[config.mk]
export PLATFORM = sky130hd
export DESIGN_NAME = uart_rx_status
export DESIGN_NICKNAME = d
export VERILOG_FILES = /design/src/rtl/uart_rxs_pkg.sv /design/src/rtl/rxs_frame_check.sv /design/src/rtl/rxs_buffer.sv /design/src/rtl/rxs_err_flags.sv /design/src/rtl/uart_rx_status.sv
export SDC_FILE = /design/constraint.sdc
export NUM_CORES = 1
export LEC_CHECK = 0
export BUFFER_PORTS_ARGS = -buffer_cell sky130_fd_sc_hd__buf_2
export CORE_MARGIN = 2
export CORE_UTILIZATION = 40
export CTS_BUF_LIST = sky130_fd_sc_hd__clkbuf_4 sky130_fd_sc_hd__clkbuf_8
export DETAILED_ROUTE_END_ITERATION = 7
export PLACE_DENSITY = 0.73
export RECOVER_POWER = 100
export SLEW_MARGIN = 10
export SYNTH_ARGS = -nofsm -noshare
export SYNTH_HDL_FRONTEND = slang
export SYNTH_SLANG_ARGS = --single-unit
[constraint.sdc]
create_clock -name clk -period 3.1 [get_ports clk]
set_input_delay 0.93 -clock clk [delete_from_list [all_inputs] [get_ports clk]]
set_output_delay 0.93 -clock clk [all_outputs]
set_load 0.02 [all_outputs]
[src/rtl/uart_rxs_pkg.sv]
package uart_rxs_pkg;

    // Widest character the helper functions support
    localparam int MAX_W = 16;

    // Status byte bit positions (decoded by the CPU side)
    localparam int LSR_W  = 8;
    localparam int LSR_DR = 0;
    localparam int LSR_OE = 1;
    localparam int LSR_PE = 2;
    localparam int LSR_FE = 3;
    localparam int LSR_BI = 4;

    // Per-character error indications, order fixed for vector casts
    typedef struct packed {
        logic perr;
        logic ferr;
        logic brk;
    } rx_err_t;

    localparam int ERR_W = $bits(rx_err_t);

    // Mask with the low nbits set
    function automatic logic [MAX_W-1:0] len_mask(input int unsigned nbits);
        logic [MAX_W-1:0] m;
        m = '0;
        for (int i = 0; i < MAX_W; i++) begin
            if (i < nbits) m[i] = 1'b1;
        end
        return m;
    endfunction

endpackage

[src/rtl/rxs_frame_check.sv]
module rxs_frame_check
    import uart_rxs_pkg::*;
#(
    parameter int DATA_W = 8
) (
    input  logic [DATA_W-1:0] rx_data,
    input  logic              rx_par_bit,
    input  logic              rx_stop_bit,
    input  logic              par_en,
    input  logic              par_even,
    input  logic [1:0]        wlen_sel,
    output logic [DATA_W-1:0] data_m,
    output rx_err_t           err
);
    localparam int MIN_W = DATA_W - 3;

    logic [MAX_W-1:0] wide;
    logic [MAX_W-1:0] mask;
    logic             ones_odd;

    always_comb begin
        wide     = MAX_W'(rx_data);
        mask     = len_mask(MIN_W + int'(wlen_sel));
        data_m   = DATA_W'(wide & mask);
        ones_odd = ^{data_m, rx_par_bit};
        // even selection wants an even count; odd selection wants odd
        err.perr = par_en & (ones_odd ^ ~par_even);
        err.ferr = ~rx_stop_bit;
        err.brk  = (data_m == '0) & ~rx_stop_bit & (~par_en | ~rx_par_bit);
    end

endmodule

[src/rtl/rxs_buffer.sv]
module rxs_buffer #(
    parameter int DATA_W = 8
) (
    input  logic              clk,
    input  logic              rst,
    input  logic              load,
    input  logic [DATA_W-1:0] din,
    input  logic              rd_rbr,
    input  logic              rd_lsr,
    output logic [DATA_W-1:0] dout,
    output logic              ready,
    output logic              ovr
);
    always_ff @(posedge clk) begin
        if (rst) begin
            dout  <= '0;
            ready <= 1'b0;
            ovr   <= 1'b0;
        end else begin
            if (load) dout <= din;

            if (load)        ready <= 1'b1;
            else if (rd_rbr) ready <= 1'b0;

            if (load && ready && !rd_rbr) ovr <= 1'b1;
            else if (rd_lsr)              ovr <= 1'b0;
        end
    end


    ready_set_chk: assert property (@(posedge clk) disable iff (rst)
        load |=> ready);

    ready_clr_chk: assert property (@(posedge clk) disable iff (rst)
        (rd_rbr && !load) |=> !ready);

    ovr_set_chk: assert property (@(posedge clk) disable iff (rst)
        (load && ready && !rd_rbr) |=> ovr);

    ready_keep_chk: assert property (@(posedge clk) disable iff (rst)
        (rd_lsr && ready && !rd_rbr) |=> ready);

endmodule

[src/rtl/rxs_err_flags.sv]
module rxs_err_flags
    import uart_rxs_pkg::*;
(
    input  logic    clk,
    input  logic    rst,
    input  logic    load,
    input  rx_err_t err_i,
    input  logic    rd_lsr,
    output rx_err_t flags_o
);
    logic [ERR_W-1:0] set_v;
    logic [ERR_W-1:0] flag_q;

    assign set_v   = load ? ERR_W'(err_i) : '0;
    assign flags_o = rx_err_t'(flag_q);

    always_ff @(posedge clk) begin
        if (rst) begin
            flag_q <= '0;
        end else begin
            for (int i = 0; i < ERR_W; i++) begin
                if (set_v[i])    flag_q[i] <= 1'b1;
                else if (rd_lsr) flag_q[i] <= 1'b0;
            end
        end
    end


    err_clr_chk: assert property (@(posedge clk) disable iff (rst)
        (rd_lsr && !load) |=> (flags_o == '0));

    set_wins_chk: assert property (@(posedge clk) disable iff (rst)
        (load && err_i.ferr && rd_lsr) |=> flags_o.ferr);

    brk_fe_chk: assert property (@(posedge clk) disable iff (rst)
        (load && err_i.brk) |=> (flags_o.brk && flags_o.ferr));

endmodule

[src/rtl/uart_rx_status.sv]
module uart_rx_status
    import uart_rxs_pkg::*;
#(
    parameter int DATA_W = 8
) (
    input  logic              clk,
    input  logic              rst,
    input  logic              rx_valid,
    input  logic [DATA_W-1:0] rx_data,
    input  logic              rx_par_bit,
    input  logic              rx_stop_bit,
    input  logic              par_en,
    input  logic              par_even,
    input  logic [1:0]        wlen_sel,
    input  logic              rd_rbr,
    input  logic              rd_lsr,
    input  logic              ier_lsi,
    output logic [DATA_W-1:0] rbr_data,
    output logic [LSR_W-1:0]  lsr,
    output logic              lsi_irq
);
    logic [DATA_W-1:0] data_m;
    rx_err_t           err_now;
    rx_err_t           flags;
    logic              ready;
    logic              ovr;

    rxs_frame_check #(.DATA_W(DATA_W)) u_check (
        .rx_data     (rx_data),
        .rx_par_bit  (rx_par_bit),
        .rx_stop_bit (rx_stop_bit),
        .par_en      (par_en),
        .par_even    (par_even),
        .wlen_sel    (wlen_sel),
        .data_m      (data_m),
        .err         (err_now)
    );

    rxs_buffer #(.DATA_W(DATA_W)) u_buf (
        .clk    (clk),
        .rst    (rst),
        .load   (rx_valid),
        .din    (data_m),
        .rd_rbr (rd_rbr),
        .rd_lsr (rd_lsr),
        .dout   (rbr_data),
        .ready  (ready),
        .ovr    (ovr)
    );

    rxs_err_flags u_err (
        .clk     (clk),
        .rst     (rst),
        .load    (rx_valid),
        .err_i   (err_now),
        .rd_lsr  (rd_lsr),
        .flags_o (flags)
    );

    always_comb begin
        lsr         = '0;
        lsr[LSR_DR] = ready;
        lsr[LSR_OE] = ovr;
        lsr[LSR_PE] = flags.perr;
        lsr[LSR_FE] = flags.ferr;
        lsr[LSR_BI] = flags.brk;
    end

    assign lsi_irq = ier_lsi & (ovr | flags.perr | flags.ferr | flags.brk);


    irq_hold_chk: assert property (@(posedge clk) disable iff (rst)
        (lsi_irq && !rd_lsr) |=> (lsi_irq || !ier_lsi));

    ovr_irq_chk: assert property (@(posedge clk) disable iff (rst)
        (rx_valid && ready && !rd_rbr && ier_lsi) |=> (lsi_irq || !ier_lsi));

endmodule

# After elaboration in Yosys (flattened, before gate mapping)
# Index checks and enable logic that the tools add are counted.
# Widths: inputs -> output; s select.
[totals]
regBits = 13
output_inout_bits = 17
[op_classes]
add_sub_neg = 1
magnitude_cmp = 8
muxes = 16
n_bitwise = 14
n_reduce_logical = 10
[ops]
columns = ["cell", "count"]
rows = [
  ["$lt 3x32->1 const A", 4],
  ["$lt 1x32->1 const A", 2],
  ["$lt 2x32->1 const A", 2],
  ["$mux 1", 15],
  ["$reduce_bool 2->1", 5],
  ["$reduce_xor 9->1", 1],
  ["$and 8x8->8", 1],
  ["$logic_not 8->1", 1],
  ["$add 3x2->4 const A", 1],
  ["$and 1x1->1", 4],
  ["$not 1->1", 4],
  ["$or 1x1->1", 4],
  ["$mux 3", 1],
  ["$logic_and 1x1->1", 2],
  ["$logic_not 1->1", 1],
  ["$xor 1x1->1", 1],
]

# Longest topological paths before layout
# Gate-level depths: netlist (run 1).
[depth]
ltp_word = 9
mapped_depth = 5
ltp_nobuf = 5

# By module
# Synthesis (run 1) repeated with hierarchy kept, for this count alone.
[unflattened]
hier_cells = 76
hier_area_um2 = 721.9
[modules_own_cells]
columns = ["mod", "n_inst", "cells_each", "area_each_um2", "seq_area_each_um2"]
rows = [
  ["rxs_buffer", 1, 33, 362.8, 200.2],
  ["rxs_frame_check", 1, 24, 201.4, 0.0],
  ["rxs_err_flags", 1, 12, 105.1, 60.1],
  ["uart_rx_status", 1, 7, 52.6, 0.0],
]

# Worst setup path before layout (run 1)
# Ideal clock, no wire load.
[synth_timing]
path_type = "input to output"
start = "input port ier_lsi"
end = "output port lsi_irq"
arrival_ns = 1.172
t_required_ns = 2.170
slack_ns = 0.998
path_stages = 1
cell_sequence = "o41a_1"
[synth_between]
elab_chain_cells = 1
[synth_lines]
columns = ["item", "line_no", "rtl"]
rows = [
  ["start: declaration", "uart_rx_status.sv:17", "input logic ier_lsi,"],
  ["$and 1x1->1", "uart_rx_status.sv:69", "assign lsi_irq = ier_lsi & (ovr | flags.perr | flags.ferr | flags.brk);"],
  ["end: declaration", "uart_rx_status.sv:20", "output logic lsi_irq"],
]
# No other way between the ends.

# Worst setup path in the final report (run 1)
# Ends and elaborated chain as after synthesis.

==> impl_metrics.yaml, run 1 <==
clock_network:
  cts_sinks: 13
  cts_buffers: 3
  worstSkewPairLatency_ns: 0.27
  cts_tree: "built"
  cts.hold.buffers_added: 0
  clk_path_buf_depth: 2
  htree_num_levels: 1
  cts_resized: 0
  clk_pin_slew_ns: 0.08
  cts_root_buf: "clkbuf_4"
  cts_setup_buffers: 0
hold_path:
  holdPathStages: 2
  min_path_type: "reg -> reg"
  worstHoldStart: "u_buf.dout[5]"
  min_to: "u_buf.dout[5]"
yosys:
  synth.area.top_cells: "dfxtp_1 39%, mux2i_1 7.6%, xnor2_1 6.6%"
  yosysSeqAreaShare_pct: 39.3
  yosysMostFrequentCell: "dfxtp_1"
  netlist_top_cells_count: "13 x dfxtp_1, 9 x nor2_1, 6 x a21oi_1, 6 x nand2b_1"
  synth_cell_types: 24
  synth-main-ff-cell: "dfxtp_1"
  synth_edf_count: 0
  ys_seq_elements: 13
  syn_area_per_cell_sq_um: 9.07
  yosys.area.top_type: "dfxtp_1"
  syn_inst: 73
  syn_area_sq_um: 662
  yosys_warnings: 0
  synth_top_area_share_pct: 39.3
  synthArstFlopShare_pct: 0
die:
  row_count: 14
  die_w_microns: 44.7
  start_util_pct: 43.4
  ios: 37
  core_region_area_sq_um: 1520
  dieArea_sq_um: 2000
  die_h_microns: 44.7
placement:
  dpl_worst_slack_ns: 0.891
  place_hpwl_microns: 1050
  numPortBuffers: 33
  gp_congestion: 0.677
drt:
  drt_iter0_drc: 8
  wire_per_inst_microns: 11.1
  antenna_left: 0
  wirelength_microns: 1340
  vias: 597
  first_pass_iters: 4
  drc: 0
  viasPerCell: 4.93
sta:
  rsz0062_at_grt: "false"
  fin_skew_ns: 0.0000166
  fin_crit_ns: 2.28
  slew_viol_final: 0
  setup_viol: 0
  max_freq_ghz: 0.438
  setup_ws_ns: 0.819
  relSlewSlack_pct: 54.0
  tns_ns: 0
  tightest_slew_ns: 0.690
  min_period_over_period_pct: 73.6
  finalHoldViolCount: 0
final_layout:
  fill_cells: 154
  insertedDiodeCount: 0
  seqCellArea_sq_um: 260
  multi_input_area_sq_um: 357
  drive_gt1_share_pct: 22.9
  num-nets-final: 126
  syn2layout_area_growth_pct: 22.9
power_and_ir_drop:
  vdd_drop_max_uv: 263
  total_power_mw: 0.383
  p_leak_nw: 0.344
  power.density_nw_per_um2: 472
critical_path:
  crit_slowest_cell: "clkbuf_1"
  crit_path_start_kind: "input pin"
  critPathMaxStageDelay_ns: 0.23
  worstSetupPathType: "in -> out"
  crit_chain: "buf_2 > o41a_1 > clkbuf_1"
  worstReg2RegStart: "u_buf.ready"
  cp_num_buf_inv: 2
  reg2reg_slack_ns: 2.36
  cp_data_required_time_ns: 2.17
  critPathTopFamily: "buffers and inverters"
  reg2reg_to: "u_buf.ovr"
  r2r.worst_path.cells: 3
  cp_max_fo: 1
  arrival_ns: 1.35
  crit_path_end_kind: "output pin"
  cp_num_cells: 3
global_routing:
  overflow: 0
  antenna_found_initial: 0
  grt_pass1_vias: 524
  grt_usage_pct: 14.8
  grt_pass1_wl_microns: 2170
  grt_max_degree: 16
flow_run:
  max_cap_viol_count: 0
outcome:
  status: "finished, final reports clean"
-- flip-flops by register name, summed over array words and instances, names as in the netlist --
| name | flops |
|---|---|
| u_buf.dout | 8 |
| u_buf.ovr | 1 |
| u_err.flags_o | 3 |
| u_buf.ready | 1 |
-- report_power, final --
group / switching, mW / internal, mW / total [mW]
Sequential: 0.00478 / 0.176 / 0.180
Clock: 0.0553 / 0.0586 / 0.114
Combinational: 0.0501 / 0.0391 / 0.0892
-- per-stage QoR --
step,area [sq um],hold slack (ns),instances,util (%)
after floorplan,669,0.547,75,-
after global placement,810,0.455,117,53.1
after detailed placement,810,0.461,117,53.1
after CTS,840,0.475,121,55.1
after global routing,813,0.499,121,53.4
final,813,0.471,121,53.4
-- routing by layer --
| layer | GRT usage (%) | part of all wire (%) | wire length [microns] | vias up |
|---|---|---|---|---|
| met2 | 22.3 | 45 | 607 | 27 |
| li1 | - | - | - | 303 |
| met5 | 0 | 0 | 0 | - |
| met4 | 5.45 | 1.3 | 17 | 0 |
| met1 | 19.4 | 45 | 600 | 264 |
| met3 | 5.31 | 8.8 | 118 | 3 |
-- cells in the final DEF, fill, tap and decap left out, drive strengths merged --
master	instances
nand4	2
conb	3
nor2b	2
nor3	1
clkbuf	19
o211ai	2
xnor2	6
nand2b	6
o31ai	1
nand2	5
nor4	1
nor2	9
o41a	1
mux2i	5
o21ai	2
buf	18
xnor3	1
nand3	2
dfxtp	13
a21oi	6
-- cell families (layout without fill, tap and decap cells) --
logic type / count (synthesis) / count (layout) / synth area share [%]
AO/OA/AOI/OAI: 12 / 12 / 11.9
other: 1 / 3 / 0.567
XOR/XNOR: 7 / 7 / 12.5
buffers and inverters: 7 / 37 / 6.80
multiplexers: 5 / 5 / 7.56
flip-flops: 13 / 13 / 39.3
AND/OR/NAND/NOR: 28 / 28 / 21.4
-- final cells by class --
cell class                 instances  share of cell area, %
clock buffer                       4                   3.69
multi-input combinational         55                   43.8
sequential                        13                   32.0
tap                               16                   2.46
timing repair buffer              33                   18.0
-- worst register-to-register path, cell delays in order (launching register included) --
cell and delay [ns]:
dfxtp_1 0.31, nor2b_1 0.13, a21oi_1 0.14, nor2_1 0.05
-- worst max-delay path by stage --
| stage | startpoint | end | slack (ns) |
|---|---|---|---|
| after global placement | ier_lsi | lsi_irq | 0.90 |
| after global routing | ier_lsi | lsi_irq | 0.81 |
| final | ier_lsi | lsi_irq | 0.82 |
| after detailed placement | ier_lsi | lsi_irq | 0.89 |
| after floorplan | ier_lsi | lsi_irq | 1.0 |
| after CTS | ier_lsi | lsi_irq | 0.89 |
Power figures use the tool's default switching activity.
==> run 2: changes to the inputs <==
--- a/config.mk
+++ b/config.mk
@@ -10,7 +10,7 @@
 export CORE_UTILIZATION = 40
 export CTS_BUF_LIST = sky130_fd_sc_hd__clkbuf_4 sky130_fd_sc_hd__clkbuf_8
 export DETAILED_ROUTE_END_ITERATION = 7
-export PLACE_DENSITY = 0.73
+export PLACE_DENSITY = 0.76
 export RECOVER_POWER = 100
 export SLEW_MARGIN = 10
 export SYNTH_ARGS = -nofsm -noshare
==> constraint.sdc (replaced) <==
create_clock -name clk -period 1.88 [get_ports clk]
set_input_delay 0.564 -clock clk [delete_from_list [all_inputs] [get_ports clk]]
set_output_delay 0.564 -clock clk [all_outputs]
set_load 0.02 [all_outputs]
==> run 2 against run 1 <==
Count of clock-buffer cells in the layout unchanged. Via count grew 1.0%. Combinational power grew 74%. Critical endpoint unchanged. Largest power group unchanged. Highest routed layer unchanged.
==> impl_metrics.yaml, run 2 (synthesis results as in run 1) <==
power_and_ir_drop:
  vdd_drop_max_uv: 512
  p_leak_nw: 0.345
  p_int_mw: 0.452
  power_frac_comb_pct: 23.9
  power_frac_clock_pct: 30.0
  pwr-share-seq_pct: 46.0
  power.density_nw_per_um2: 786
  p_sw_share_pct: 30.0
  p_switching_mw: 0.194
sta:
  slew_viol_final: 0
  tightest_slew_ns: 0.677
  setup_viol: 0
  relSlewSlack_pct: 54.8
  fin_crit_ns: 1.76
  finalHoldViolCount: 0
  max_freq_ghz: 0.569
  fin_skew_ns: 0.000243
  min_period_over_period_pct: 93.4
  rsz0062_at_grt: "false"
  whs_ns: 0.476
  tns_ns: 0
global_routing:
  grt_busiest_layer: "met2"
  grtUsageMet2_pct: 25.2
  grt_max_degree: 15
  use_met3_pct: 3.67
  grt_usage_pct: 15.1
  grt_use_met1_pct: 17.3
  overflow: 0
  grt_pass1_vias: 527
  grt_pass1_wl_microns: 2150
  antenna_found_initial: 0
clock_network:
  cts_buffers: 3
  cts_sinks: 13
  cts.hold.buffers_added: 0
  clk_pin_slew_ns: 0.08
  htree_num_levels: 1
  worstSkewPairLatency_ns: 0.28
  clk_path_buf_depth: 2
  cts_tree: "built"
  cts_resized: 0
  cts_setup_buffers: 0
  cts_root_buf: "clkbuf_4"
drt:
  viasPerCell: 4.94
  drt_iter0_drc: 5
  drc: 0
  antenna_left: 0
  wire_per_inst_microns: 12.2
  first_pass_iters: 3
  vias: 603
  wirelength_microns: 1490
die:
  die_h_microns: 44.7
  die_w_microns: 44.7
  core_region_area_sq_um: 1520
  row_count: 14
  dieArea_sq_um: 2000
  start_util_pct: 43.4
  ios: 37
critical_path:
  crit_path_start_kind: "register"
  arrival_ns: 1.19
  cp_num_buf_inv: 1
  cp_max_fo: 3
  crit_chain: "o41a_1 > clkbuf_1"
  crit_slowest_cell: "o41a_1"
  critPathMaxStageDelay_ns: 0.41
  cp_data_required_time_ns: 1.32
  crit_path_end_kind: "output pin"
  critPathTopFamily: "compound AO/OA/AOI/OAI gates"
  worstSetupPathType: "reg -> out"
final_layout:
  insertedDiodeCount: 0
  num-nets-final: 127
  multi_input_area_sq_um: 364
  layout.cells.most_common: "clkbuf_1"
  layout_common_cells: "18 x clkbuf_1, 16 x buf_2, 13 x dfxtp_1"
  syn2layout_area_growth_pct: 24.2
  largest-register: "u_buf.dout"
  fill_cells: 158
  seqCellArea_sq_um: 260
  drive_gt1_share_pct: 21.7
  largest_reg_flops: 8
placement:
  numPortBuffers: 33
  gp_congestion: 0.750
  place_hpwl_microns: 1150
outcome:
  status: "finished, final reports clean"
hold_path:
  min_path_type: "reg -> reg"
flow_run:
  max_cap_viol_count: 0
==> run 2: cell count changes in the layout (fill, tap and decap cells not counted) <==
cell,change
buf_2,-2
clkbuf_1,+3
xnor2_1,-1
xnor2_2,+1
==> run 2: worst min-delay path: stages, from the launching register on <==
cell and delay, ns:
dfxtp_1 0.31, nand2b_1 0.06, a21oi_1 0.06
==> run 2: per-stage QoR <==
| step | worst slack, ns | instances | area, sq um | util, % | total power, mW |
|---|---|---|---|---|---|
| floorplan | 0.303 | 75 | 669 | - | 0.411 |
| global placement | 0.136 | 118 | 817 | 53.6 | 0.457 |
| detailed placement | 0.0423 | 118 | 817 | 53.6 | 0.465 |
| CTS | 0.145 | 122 | 847 | 55.6 | 0.650 |
| global route | 0.0916 | 122 | 822 | 53.9 | 0.669 |
| finish | 0.123 | 122 | 822 | 53.9 | 0.646 |
==> run 2: area by class of cell <==
type	instances	area share [%]
Timing Repair Buffer	34	18.0
Tap cell	16	2.44
Multi-Input combinational cell	55	44.3
Clock buffer	4	3.65
Sequential cell	13	31.7
==> run 2: worst paths after layout <==
kind            startpoint       endpoint  slack [ns]  cells after the start
max              u_buf.ovr        lsi_irq        0.12                      2
min          u_buf.dout[7]  u_buf.dout[7]        0.48                      2
max reg2reg    u_buf.ready      u_buf.ovr        1.14                      3
min reg2reg  u_buf.dout[7]  u_buf.dout[7]        0.48                      2
==> run 2: power groups by stage <==
stage	sequential [mW]	combinational, mW	clock, mW
final	0.297	0.155	0.194
after global routing	0.299	0.166	0.203
after CTS	0.297	0.162	0.191
after detailed placement	0.303	0.161	0
after global placement	0.303	0.154	0
after floorplan	0.318	0.0927	0
==> run 2: per-layer routing <==
metal	wire, microns	share of wire [%]	vias to the layer above
li1	-	-	309
met1	648	43	264
met4	34	2.3	0
met2	698	47	25
met3	109	7.3	5
met5	0	0	-
==> run 3: changes to the inputs <==
--- a/config.mk
+++ b/config.mk
@@ -10,7 +10,8 @@
 export CORE_UTILIZATION = 40
 export CTS_BUF_LIST = sky130_fd_sc_hd__clkbuf_4 sky130_fd_sc_hd__clkbuf_8
 export DETAILED_ROUTE_END_ITERATION = 7
-export PLACE_DENSITY = 0.76
+export GPL_ROUTABILITY_DRIVEN = 0
+export PLACE_DENSITY = 0.73
 export RECOVER_POWER = 100
 export SLEW_MARGIN = 10
 export SYNTH_ARGS = -nofsm -noshare
==> constraint.sdc (replaced) <==
create_clock -name clk -period 2.17 [get_ports clk]
set_input_delay 0.651 -clock clk [delete_from_list [all_inputs] [get_ports clk]]
set_output_delay 0.651 -clock clk [all_outputs]
set_load 0.02 [all_outputs]
==> run 3 against run 2 <==
Clock power is 16% lower. Register-to-register slack better by 0.29 ns. Utilization is 0.33 points lower. Cell count stayed put.
==> impl_metrics.yaml, run 3 (synthesis results as in run 1) <==
drt:
  antenna_left: 0
  first_pass_iters: 4
  vias: 615
  wire_per_inst_microns: 11.8
  viasPerCell: 5.04
  drt_iter0_drc: 13
  wirelength_microns: 1440
  drc: 0
critical_path:
  crit_path_end_kind: "output pin"
  cp_max_fo: 3
  startpoint: "u_buf.ovr"
  worstSetupPathType: "reg -> out"
  cp_data_required_time_ns: 1.52
  crit_path_start_kind: "register"
  worstReg2RegStart: "u_buf.ready"
  arrival_ns: 1.17
die:
  dieArea_sq_um: 2000
  start_util_pct: 43.4
  ios: 37
  row_count: 14
  die_w_microns: 44.7
  core_region_area_sq_um: 1520
  die_h_microns: 44.7
flow_run:
  max_cap_viol_count: 0
global_routing:
  grtUsageMet2_pct: 25.8
  grt_usage_pct: 15.3
  grt_use_met1_pct: 17.5
  antenna_found_initial: 0
  grt_busiest_layer: "met2"
  grt_max_degree: 15
  grt_pass1_vias: 537
  grt_pass1_wl_microns: 2170
  use_met3_pct: 3.27
  overflow: 0
clock_network:
  cts.hold.buffers_added: 0
  cts_buffers: 3
  cts_sinks: 13
  htree_num_levels: 1
  clk_pin_slew_ns: 0.08
  cts_root_buf: "clkbuf_4"
  clk_path_buf_depth: 2
  cts_resized: 0
  cts_tree: "built"
  worstSkewPairLatency_ns: 0.27
  cts_setup_buffers: 0
final_layout:
  fill_cells: 167
  layout.cells.most_common: "clkbuf_1"
  largest-register: "u_buf.dout"
  insertedDiodeCount: 0
  syn2layout_area_growth_pct: 23.4
  layout_common_cells: "18 x clkbuf_1, 16 x buf_2, 13 x dfxtp_1"
  final_cells: 122
  seqCellArea_sq_um: 260
  num-nets-final: 127
  drive_gt1_share_pct: 20.8
  multi_input_area_sq_um: 359
  largest_reg_flops: 8
power_and_ir_drop:
  vdd_drop_max_uv: 422
  power.density_nw_per_um2: 673
  p_leak_nw: 0.344
sta:
  setup_viol: 0
  max_freq_ghz: 0.548
  min_period_over_period_pct: 84.1
  rsz0062_at_grt: "false"
  fin_skew_ns: 0.0000920
  tightest_slew_ns: 0.662
  fin_crit_ns: 1.82
  relSlewSlack_pct: 55.9
  finalHoldViolCount: 0
  tns_ns: 0
  whs_ns: 0.474
  slew_viol_final: 0
placement:
  place_hpwl_microns: 1090
  place_inst: 118
  numPortBuffers: 33
outcome:
  status: "finished, final reports clean"
hold_path:
  worstHoldStart: "u_buf.dout[5]"
  min_path_type: "reg -> reg"
-- run 3: cell counts in the layout (fill, tap and decap cells not counted) --
No cell type changed its count.
-- run 3: critical path, stage by stage (launching register included) --
cell and delay [ns]:
dfxtp_1 0.32, o41a_1 0.41, clkbuf_1 0.17
-- run 3: final timing paths --
path                                       to  slack (ns)  cells after the start
worst max-delay path                  lsi_irq        0.35                      2
worst max register to register      u_buf.ovr        1.43                      3
worst min-delay path            u_buf.dout[5]        0.47                      2
worst min register to register  u_buf.dout[5]        0.47                      2
-- run 3: cell type report --
type	instances	area share, %
Multi-Input combinational cell	55	44.0
Tap cell	16	2.45
Clock buffer	4	3.68
Timing Repair Buffer	34	18.1
Sequential cell	13	31.9
-- run 3: power breakdown --
part	switching, mW	internal [mW]	leakage (nW)	total, mW
Sequential	0.00652	0.251	0.107	0.257
Combinational	0.0746	0.0566	0.219	0.131
Clock	0.0778	0.0837	0.0184	0.162
Total	0.159	0.391	0.344	0.550
-- run 3: per-layer routing --
| metal | wire (microns) | share of wire [%] | vias to the layer above |
|---|---|---|---|
| li1 | - | - | 306 |
| met1 | 635 | 44 | 279 |
| met2 | 658 | 46 | 26 |
| met3 | 122 | 8.5 | 4 |
| met4 | 21 | 1.5 | 0 |
| met5 | 0 | 0 | - |
-- run 3: stage by stage --
stage	area (sq um)	setup slack (ns)	utilization [%]	total power, mW
6_report	817	0.346	53.6	0.550
5_1_grt	817	0.292	53.6	0.581
4_1_cts	847	0.351	55.6	0.563
3_5_place_dp	817	0.269	53.6	0.400
3_3_place_gp	817	0.346	53.6	0.396
2_1_floorplan	669	0.506	-	0.356
